`src/rtl/clk_chan_div.sv`:
```
module clk_chan_div #(
  parameter int CW = 4,
  parameter int PW = 5
) (
  input  logic          clk_in,
  input  logic          rst_n,
  input  logic [CW-1:0] hi_cnt,
  input  logic [CW-1:0] lo_cnt,
  input  logic          bypass,
  input  logic          dcc_off,
  input  logic [PW-1:0] phase_ofs,
  input  logic          sync,
  output logic          clk_out
);
  localparam int DW = CW + 2;

  logic [CW-1:0] hi_a, lo_a;
  logic          byp_a, fix_a, started, pos_q, neg_q;
  logic [DW-1:0] pos_cnt;
  logic [PW-1:0] wait_cnt;

  wire [DW-1:0] d_last  = DW'(hi_a) + DW'(lo_a) + DW'(1);
  wire          fix_req = !dcc_off && ((CW+1)'(lo_cnt) == (CW+1)'(hi_cnt) + (CW+1)'(1));
  wire          p_end   = started && (byp_a || pos_cnt == d_last);
  wire          p_first = !started && wait_cnt == '0;
  wire          load    = p_end || p_first;

  always_ff @(posedge clk_in or negedge rst_n) begin
    if (!rst_n) begin
      hi_a     <= '0;
      lo_a     <= '0;
      byp_a    <= 1'b0;
      fix_a    <= 1'b0;
      started  <= 1'b0;
      pos_q    <= 1'b0;
      pos_cnt  <= '0;
      wait_cnt <= '0;
    end else if (sync) begin
      started  <= 1'b0;
      wait_cnt <= phase_ofs;
      pos_q    <= 1'b0;
      fix_a    <= 1'b0;
      pos_cnt  <= '0;
    end else if (load) begin
      started <= 1'b1;
      hi_a    <= hi_cnt;
      lo_a    <= lo_cnt;
      byp_a   <= bypass;
      fix_a   <= fix_req && !bypass;
      pos_cnt <= '0;
      pos_q   <= !bypass;
    end else if (!started) begin
      wait_cnt <= wait_cnt - PW'(1);
    end else begin
      pos_cnt <= pos_cnt + DW'(1);
      pos_q   <= pos_cnt < DW'(hi_a);
    end
  end

  always_ff @(negedge clk_in or negedge rst_n) begin
    if (!rst_n) neg_q <= 1'b0;
    else        neg_q <= pos_q;
  end

  assign clk_out = (started && byp_a) ? clk_in : (pos_q | (fix_a & neg_q));

  a_r6_sync_forces_low: assert property (@(posedge clk_in) disable iff (!rst_n)
    sync |=> (!started && !pos_q && !fix_a));

  a_r2_count_in_period: assert property (@(posedge clk_in) disable iff (!rst_n)
    (started && !byp_a) |-> (pos_cnt <= d_last));

  a_r7_cfg_held_mid_period: assert property (@(posedge clk_in) disable iff (!rst_n)
    (started && pos_cnt != '0) |-> ($stable(hi_a) && $stable(lo_a) && $stable(byp_a) && $stable(fix_a)));

  a_r5_bypass_counter_idle: assert property (@(posedge clk_in) disable iff (!rst_n)
    (started && byp_a && !sync) |=> (pos_cnt == '0));

  a_r4_fix_only_odd_pair: assert property (@(posedge clk_in) disable iff (!rst_n)
    fix_a |-> (((CW+1)'(lo_a) == (CW+1)'(hi_a) + (CW+1)'(1)) && !byp_a));
endmodule

```
`config.mk`:
```
export PLATFORM = sky130hd
export DESIGN_NAME = clk_chan_div
export DESIGN_NICKNAME = d
export VERILOG_FILES = /design/src/rtl/clk_chan_div.sv
export SDC_FILE = /design/constraint.sdc
export NUM_CORES = 1
export LEC_CHECK = 0
export ABC_CLOCK_PERIOD_IN_PS = 3300
export BUFFER_PORTS_ARGS = -buffer_cell sky130_fd_sc_hd__buf_2
export CAP_MARGIN = 15
export CORE_ASPECT_RATIO = 1.25
export CORE_MARGIN = 3
export CORE_UTILIZATION = 45
export CTS_CLUSTER_DIAMETER = 40
export DETAILED_ROUTE_END_ITERATION = 16
export GPL_TIMING_DRIVEN = 0
export SLEW_MARGIN = 10
export SYNTH_ARGS = -nofsm -noshare
export SYNTH_HDL_FRONTEND = slang
export SYNTH_SLANG_ARGS = --single-unit
```
`constraint.sdc`:
```
create_clock -name clk_in -period 3.3 [get_ports clk_in]
set_clock_uncertainty 0.05 [all_clocks]
set_input_delay 0.66 -clock clk_in [delete_from_list [all_inputs] [get_ports clk_in]]
set_output_delay 0.66 -clock clk_in [all_outputs]
set_load 0.005 [all_outputs]
```
Yosys cells after proc, flatten, opt, wreduce, memory -nomap -nowiden
Cells that the tools add are included.
{"block": "word_totals", "output_inout_bits": 1, "ff_bits": 24}
{"block": "op_classes", "bitwise_logic": 3, "reduce_logical": 15, "addsub": 5, "n_lt_le_gt_ge": 1, "mux": 14, "n_eq_ne": 4}
{"operator": "6-bit 2-to-1 mux", "n": 3}
{"operator": "5-bit 2-to-1 mux", "n": 3}
{"operator": "1-bit 2-to-1 mux", "n": 8}
{"operator": "5-bit by 1-bit adder with 6-bit output, second input constant", "n": 1}
{"operator": "6-bit by 1-bit adder with 6-bit output, second input constant", "n": 1}
{"operator": "6-bit equality test", "n": 1}
{"operator": "6-bit by 4-bit less-than comparator with 1-bit output", "n": 1}
{"operator": "4-bit by 1-bit adder with 5-bit output, second input constant", "n": 1}
{"operator": "4-bit by 4-bit adder with 5-bit output", "n": 1}
{"operator": "4-bit by 5-bit equality test with 1-bit output", "n": 1}
{"operator": "1-bit logical AND", "n": 5}
{"operator": "5-bit zero test", "n": 1}
{"operator": "5-bit by 1-bit subtractor with 5-bit output, second input constant", "n": 1}
{"operator": "2-bit inequality test, second input constant", "n": 2}
{"operator": "2-bit AND reduction", "n": 2}
{"operator": "1-bit zero test", "n": 3}
{"operator": "3-bit nonzero test", "n": 1}
{"operator": "1-bit logical OR", "n": 2}
{"operator": "2-bit nonzero test", "n": 1}
{"operator": "1-bit AND", "n": 1}
{"operator": "1-bit inverter", "n": 1}
{"operator": "1-bit OR", "n": 1}

Longest topological paths before layout
Gate-level depths: netlist of run 1.
{"block": "logic_depth", "word_depth": 8, "depth_mapped": 11, "depth_no_buf": 9}

==> results.cfg, run 1 <==
[outcome]
outcome = finished, violations left
violations = setup timing

[logic_synthesis]
ys_warn_count = 0
synth_enable_flop_cells = 0
synth_fp_nets = 225
yosysSeqAreaShare = 0.337
synth_top_area_frac = 0.323
yosys_most_used_dff = dfrtp_1
ys_top_cells_by_area = dfrtp_1 (32%), ha_1 (7.0%), xor2_1 (4.9%)
yosys.area.top_type = dfrtp_1
synth_async_sr_flop_share = 1.00
synth.avg_cell_area_um2 = 9.08
synthesis.area_um2 = 1780
ys_ff_latch = 24
ys_types = 46
synthCells = 196

[flow_run]
timing.max_cap.violations = 0

[detailed_routing]
firstDrtPassIters = 4
drt-total-wl_mm = 4.17
routed-via-count = 1538
avgViaCountPerCell = 5.63
drc = 0
drtIter0Drc = 87
wl_per_cell_um = 15.3
ant_nets = 0

[worst_setup_path]
crit_required_ns = 2.59
cp-end-kind = output port
startpoint = neg_q$_DFF_NN0_
crit_arrival_ns = 2.76
r2r_slack_ns = 0.66
rr_endpoint = hi_a[1]$_DFFE_PN0P_
rr_worst_depth = 10
path_max_fanout = 1
critical_path_class = register to output port
critPathLaunchType = register
reg2reg_from = hi_a[0]$_DFFE_PN0P_

[floorplan]
core_area_um2 = 3630
design.portCount = 19
rows = 24
chipWidth_um = 62.3
die_area_um2 = 4750
start_util = 0.490
die_y_um = 76.3

[grt]
grt_pass1_vias = 1527
overflow = 0
antenna_found_initial = 0
grt_pass1_wl_mm = 7.22
grt_util_all_layers = 0.195
grt_max_degree = 25

[sta]
drv_slew = 0
slew-limit-headroom = 0.637
final-hold-violation-count = 0
fin_ws_ns = -0.168
tightest_slew_ns = 0.545
holdWs_ns = 0.208
rsz0062_at_grt = true
finalSetupViolCount = 1

[power_and_ir_drop]
leakage_uw = 0.000901
peakVddDrop_uv = 257
powerDensity_nw_per_um2 = 492
finalPower_uw = 1010

[placed_design]
pre_cts_ws_ns = 0.264
place.gp.congestion = 0.781
placedInstanceArea_um2 = 1940
io_buffers = 18
hpwl_mm = 3.17

[clock_tree]
clkTransAtPathRegs_ns = 0.08
cts_resized = 0
clkLatencyLatePin_ns = 0.38
hold_buffers = 0
cts_tree = yes

[final_layout]
nets = 251
fillers = 350
diodes = 0
post-route-util = 0.564
drive_gt1_frac = 0.208
finalInstanceArea_um2 = 2050
synthToLayoutAreaGrowth_pct = 15.0

[worst_hold_path]
hold_path.class = input port to asynchronous set/reset pin
## flip-flops by register name, summed over array words and instances, names as in the netlist
register,flops
pos_cnt,6
wait_cnt,5
hi_a,4
lo_a,4
byp_a,1
fix_a,1
neg_q,1
pos_q,1
started,1
## logic make-up after synthesis
logic type / share of synthesized area
and+or+nand+nor: 0.232
adders and majority gates: 0.0815
muxes: 0.0176
buffers and inverters: 0.0590
AOI/OAI and AO/OA: 0.179
xor gates and xnor gates: 0.0935
DFF: 0.337
## placed cells by master (no fill, tap or decap), types with 2 or more instances in the layout
| master | n |
|---|---|
| or3_1 | 8 |
| o211ai_1 | 3 |
| nand3_1 | 2 |
| clkbuf_1 | 3 |
| nor4_1 | 2 |
| nand2b_1 | 7 |
| nand2_1 | 22 |
| xor2_1 | 10 |
| buf_2 | 19 |
| o21ai_0 | 14 |
| xnor2_1 | 9 |
| mux2i_1 | 2 |
| a21oi_1 | 6 |
| or2b_2 | 3 |
| inv_1 | 9 |
| clkbuf_8 | 6 |
| o311ai_1 | 5 |
| clkbuf_2 | 2 |
| a211oi_1 | 2 |
| nor2_1 | 14 |
| ha_1 | 10 |
| o21ai_2 | 2 |
| nand4_1 | 3 |
| dfrtp_1 | 23 |
| buf_6 | 4 |
| a31oi_1 | 9 |
## worst max-delay path, stage by stage, from the launching register on
cell     delay, ns
dfrtn_1       0.40
a21oi_1       0.06
a21oi_1       0.12
buf_2         0.13
## metal layers
layer	GRT usage	wire [µm]	vias up
li1	-	-	751
met1	0.241	1840	740
met2	0.310	2070	40
met3	0.0428	177	7
met4	0.113	82	0
met5	0	0	-
## worst max-delay path by stage
stage               depth (start not counted)       to  slack, ns
floorplan                                   2  clk_out       0.37
global placement                            3  clk_out       0.28
detailed placement                          3  clk_out       0.26
CTS                                         3  clk_out      -0.18
global route                                3  clk_out      -0.25
finish                                      3  clk_out      -0.17
## power breakdown
part / internal, µW / switching, µW / leakage [µW]
logic: 124 / 149 / 0.000557
registers: 330 / 37.1 / 0.000278
clock network: 245 / 121 / 0.0000668
## cells in the mapped netlist (3+ instances only)
cell and number:
a21oi_1 6, a31oi_1 9, buf_6 4, clkbuf_1 3
dfrtp_1 23, ha_1 10, inv_1 9, nand2_1 22
nand2b_1 7, nand4_1 3, nor2_1 14, o211ai_1 3
o21ai_0 14, o311ai_1 5, or2b_2 3, or3_1 8
xnor2_1 9, xor2_1 10
## through the flow
stage	std cells	setup TNS, ns
global placement	266	0
floorplan	196	0
finish	273	-0.168
CTS	273	-0.182
global route	273	-0.252
detailed placement	266	0
## layout make-up
type                       instances  area, µm²  area share
tap                               52       65.1      0.0318
timing repair buffer              17       85.1      0.0415
clock inverter                     1       30.0      0.0147
clock buffer                       7       87.6      0.0428
multi-input combinational        153       1070       0.525
sequential                        24        601       0.293
buffer                            10       71.3      0.0348
inverter                           9       33.8      0.0165
## repair_timing
| action | in CTS | in global routing |
|---|---|---|
| endpoints found under the setup margin | 1 | 1 |
| setup buffers | 0 | 0 |
| pin swaps | 1 | 0 |
Power figures use the tool's default switching activity.
==> run 2: changes to the inputs <==
- CELL_PAD_IN_SITES_DETAIL_PLACEMENT: unset -> 0
- CELL_PAD_IN_SITES_GLOBAL_PLACEMENT: unset -> 1
- PLACE_DENSITY_LB_ADDON: unset -> 0.1
==> run 2 against run 1 <==
- global-route usage hardly changed
- die area stayed put
- non-clock buffer count stayed put
- via count is 1.6% lower
- power is 5.8% lower
- count of clock-buffer cells in the layout is 1 higher
- the flow still finishes with violations (setup timing)
- highest routed layer unchanged
==> results.cfg, run 2 (synthesis gave the netlist of run 1 again) <==
[worst_setup_path]
crit_slowest_cell = dfrtn_1
critPathLaunchType = register
critPathMostFrequentCell = a21oi_1
critical_path_class = register to output port
crit_path_max_incr_delay_ns = 0.39
cp_cell_sequence = a21oi_1 -> a21oi_1 -> buf_2
crit_arrival_ns = 2.73
path_max_fanout = 1
cp-end-kind = output port
crit_required_ns = 2.59

[final_layout]
drive_gt1_frac = 0.208
post-route-util = 0.559
largest_register = pos_cnt
nets = 251
synthToLayoutAreaGrowth_pct = 14.1
layout_commonest_cell = dfrtp_1
diodes = 0
reg.largest.list = pos_cnt x6, wait_cnt x5
final_cell_mix = dfrtp_1 (23), nand2_1 (22), buf_2 (19)
fillers = 345
largest_reg_flops = 6

[power_and_ir_drop]
powerDensity_nw_per_um2 = 467
finalPower_uw = 949
leakage_uw = 0.000894
peakVddDrop_uv = 315

[sta]
final-hold-violation-count = 0
slew-limit-headroom = 0.633
fin_ws_ns = -0.135
holdWs_ns = 0.216
drv_slew = 0
finalSetupViolCount = 1
rsz0062_at_grt = true
tightest_slew_ns = 0.550

[grt]
antenna_found_initial = 0
overflow = 0
grt_util_all_layers = 0.195
grt_max_degree = 25
grt_pass1_wl_mm = 7.26
grt_pass1_vias = 1568

[floorplan]
core_area_um2 = 3630
die_y_um = 76.3
design.portCount = 19
chipWidth_um = 62.3
rows = 24
die_area_um2 = 4750
start_util = 0.490

[outcome]
violations = setup timing
outcome = finished, violations left

[placed_design]
place.gp.congestion = 0.811
hpwl_mm = 3.27
io_buffers = 18

[detailed_routing]
drc = 0
drtIter0Drc = 130
ant_nets = 0
wl_per_cell_um = 15.7
avgViaCountPerCell = 5.55
drt-total-wl_mm = 4.29
routed-via-count = 1514
firstDrtPassIters = 4

[clock_tree]
hold_buffers = 0
cts_tree = yes
clkTransAtPathRegs_ns = 0.08
clkLatencyLatePin_ns = 0.37

[worst_hold_path]
hold_path.class = input port to asynchronous set/reset pin

[flow_run]
timing.max_cap.violations = 0
run 2: final cells by class:
cell class / count / area, µm² / area share
plain buffers: 10 / 71.3 / 0.0351
multi-input cells: 153 / 1070 / 0.529
repair buffers: 17 / 85.1 / 0.0419
well taps: 52 / 65.1 / 0.0320
flip-flops and latches: 24 / 601 / 0.296
clock buffers: 8 / 101 / 0.0499
inverters: 9 / 33.8 / 0.0166
run 2: what timing repair did:
action | 4_1_cts | 5_1_grt
endpoints found under the setup margin | 1 | 1
buffers inserted | 0 | 0
resized for setup | 0 | 0
pin swaps | 1 | 0
run 2: worst paths after layout:
path,from,to,slack (ns),cells past startpoint
worst min register to register,lo_a[0]$_DFFE_PN0P_,lo_a[0]$_DFFE_PN0P_,0.51,2
worst min-delay path,rst_n,fix_a$_DFFE_PN0P_,0.22,1
min in group clk_in,phase_ofs[1],wait_cnt[1]$_DFFE_PN0P_,0.45,3
max in group asynchronous,rst_n,neg_q$_DFF_NN0_,1.08,1
worst max register to register,hi_a[0]$_DFFE_PN0P_,lo_a[1]$_DFFE_PN0P_,0.70,11
worst max-delay path,neg_q$_DFF_NN0_,clk_out,-0.14,3
run 2: routing by layer:
| metal | share of wire | vias to the layer above | track usage |
|---|---|---|---|
| li1 | - | 746 | - |
| met1 | 0.42 | 716 | 0.227 |
| met2 | 0.52 | 48 | 0.338 |
| met3 | 0.050 | 4 | 0.0369 |
| met4 | 0.013 | 0 | 0.0971 |
| met5 | 0 | - | 0 |
run 2: worst max-delay path: cells and delay by family (launching register included):
| family | cells | cell delay, ns |
|---|---|---|
| AOI/OAI and AO/OA | 2 | 0.17 |
| buffers and inverters | 1 | 0.12 |
| DFF | 1 | 0.39 |
run 2: power by group:
group | internal (µW) | switching, µW | total, µW
logic | 124 | 154 | 278
clock network | 189 | 116 | 305
registers | 330 | 35.5 | 365
total | 643 | 306 | 949
run 2: through the flow:
stage	TNS (ns)	std cells	area, µm²	setup WS (ns)
after floorplan	0	196	1780	0.367
after global placement	0	266	1940	0.288
after detailed placement	0	266	1940	0.284
after CTS	-0.146	273	2030	-0.146
after global routing	-0.168	273	2030	-0.168
final	-0.135	273	2030	-0.135
==> run 3: changes to the inputs <==
- CAP_MARGIN: 15 -> unset
- CELL_PAD_IN_SITES_DETAIL_PLACEMENT: 0 -> 1
==> run 3 against run 2 <==
- the flow still finishes with violations (setup timing)
- power grew 7.6%
- wire length grew 16%
- sequential power grew 1%
- combinational power grew 3%
==> results.cfg, run 3 (synthesis gave the netlist of run 1 again) <==
[outcome]
outcome = finished, violations left
violations = setup timing

[sta]
finalSetupViolCount = 1
fin_setup_tns_ns = -0.155
rsz0062_at_grt = true
fin_ws_ns = -0.155
tightest_slew_ns = 0.541
drv_slew = 0
slew-limit-headroom = 0.639
final-hold-violation-count = 0

[grt]
overflow = 0
grt_max_degree = 25
grt_pass1_vias = 1839
grt_pass1_wl_mm = 8.81
antenna_found_initial = 0
grt_util_all_layers = 0.235

[final_layout]
reg.largest.list = pos_cnt x6, wait_cnt x5
layout_commonest_cell = dfrtp_1
largest_reg_flops = 6
final_cell_mix = dfrtp_1 (23), nand2_1 (22), buf_2 (19)
drive_gt1_frac = 0.213
post-route-util = 0.565
finalInstanceArea_um2 = 2050
nets = 251
largest_register = pos_cnt
diodes = 0
synthToLayoutAreaGrowth_pct = 15.2

[floorplan]
start_util = 0.490
chipWidth_um = 62.3
die_y_um = 76.3
core_area_um2 = 3630
die_area_um2 = 4750
rows = 24
design.portCount = 19

[worst_setup_path]
path_max_fanout = 1
critPathLaunchType = register
crit_required_ns = 2.59
critical_path_class = register to output port
cp-end-kind = output port
crit_arrival_ns = 2.75

[power_and_ir_drop]
peakVddDrop_uv = 333
leakage_uw = 0.000902
finalPower_uw = 1020
powerDensity_nw_per_um2 = 498

[placed_design]
placedInstanceArea_um2 = 1940
io_buffers = 18
hpwl_mm = 3.64
place.gp.congestion = 0.811

[detailed_routing]
avgViaCountPerCell = 5.80
drc = 0
firstDrtPassIters = 4
drt-total-wl_mm = 4.99
ant_nets = 0
routed-via-count = 1584
drtIter0Drc = 35
wl_per_cell_um = 18.3

[clock_tree]
clkTransAtPathRegs_ns = 0.09
hold_buffers = 0
postCtsSetupRepairBufs = 0
clkLatencyLatePin_ns = 0.38
cts_tree = yes

[flow_run]
timing.max_cap.violations = 0

[worst_hold_path]
hold_path.class = input port to asynchronous set/reset pin
-- run 3: worst paths after layout --
path | slack [ns] | start | cells past startpoint | endpoint
setup / recovery | -0.16 | neg_q$_DFF_NN0_ | 3 | clk_out
hold / removal | 0.20 | rst_n | 1 | byp_a$_DFFE_PN0P_
setup reg to reg | 0.64 | hi_a[0]$_DFFE_PN0P_ | 11 | lo_a[0]$_DFFE_PN0P_
hold reg to reg | 0.52 | byp_a$_DFFE_PN0P_ | 2 | byp_a$_DFFE_PN0P_
max in group asynchronous | 1.10 | rst_n | 1 | neg_q$_DFF_NN0_
min in group clk_in | 0.43 | phase_ofs[2] | 3 | wait_cnt[2]$_DFFE_PN0P_
-- run 3: per-layer routing --
| metal | routed length [µm] | track usage |
|---|---|---|
| met4 | 147 | 0.121 |
| met1 | 2030 | 0.253 |
| met5 | 0 | 0 |
| met3 | 179 | 0.0531 |
| met2 | 2630 | 0.427 |
-- run 3: through the flow --
stage | hold slack (ns) | setup slack, ns | std cells
6_report | 0.202 | -0.155 | 273
2_1_floorplan | 0.314 | 0.367 | 196
5_1_grt | 0.231 | -0.195 | 273
4_1_cts | 0.217 | -0.174 | 273
3_3_place_gp | 0.467 | 0.288 | 266
3_5_place_dp | 0.488 | 0.279 | 266
-- run 3: power by group --
group / switching [µW] / internal, µW / leakage (µW) / total, µW
Clock: 120 / 245 / 0.0000668 / 365
Sequential: 38.9 / 330 / 0.000278 / 369
Combinational: 162 / 125 / 0.000557 / 287
-- run 3: critical path, cell delays in order, from the launching register on --
cell and delay [ns]:
dfrtn_1 0.41, a21oi_2 0.05, a21oi_1 0.11, buf_2 0.12
-- run 3: layout make-up --
class / instances / area [µm²]
multi-input combinational: 153 / 1080
tap: 52 / 65.1
timing repair buffer: 17 / 85.1
sequential: 24 / 601
inverter: 9 / 33.8
fill: 433 / 1580
clock inverter: 1 / 30.0
clock buffer: 7 / 87.6
buffer: 10 / 71.3
-- run 3: what timing repair did --
| action | in CTS | in global routing |
|---|---|---|
| pin swaps | 1 | 0 |
| endpoints found under the setup margin | 1 | 1 |
| gates resized for setup | 0 | 1 |
| endpoints found under the hold margin | 0 | 0 |
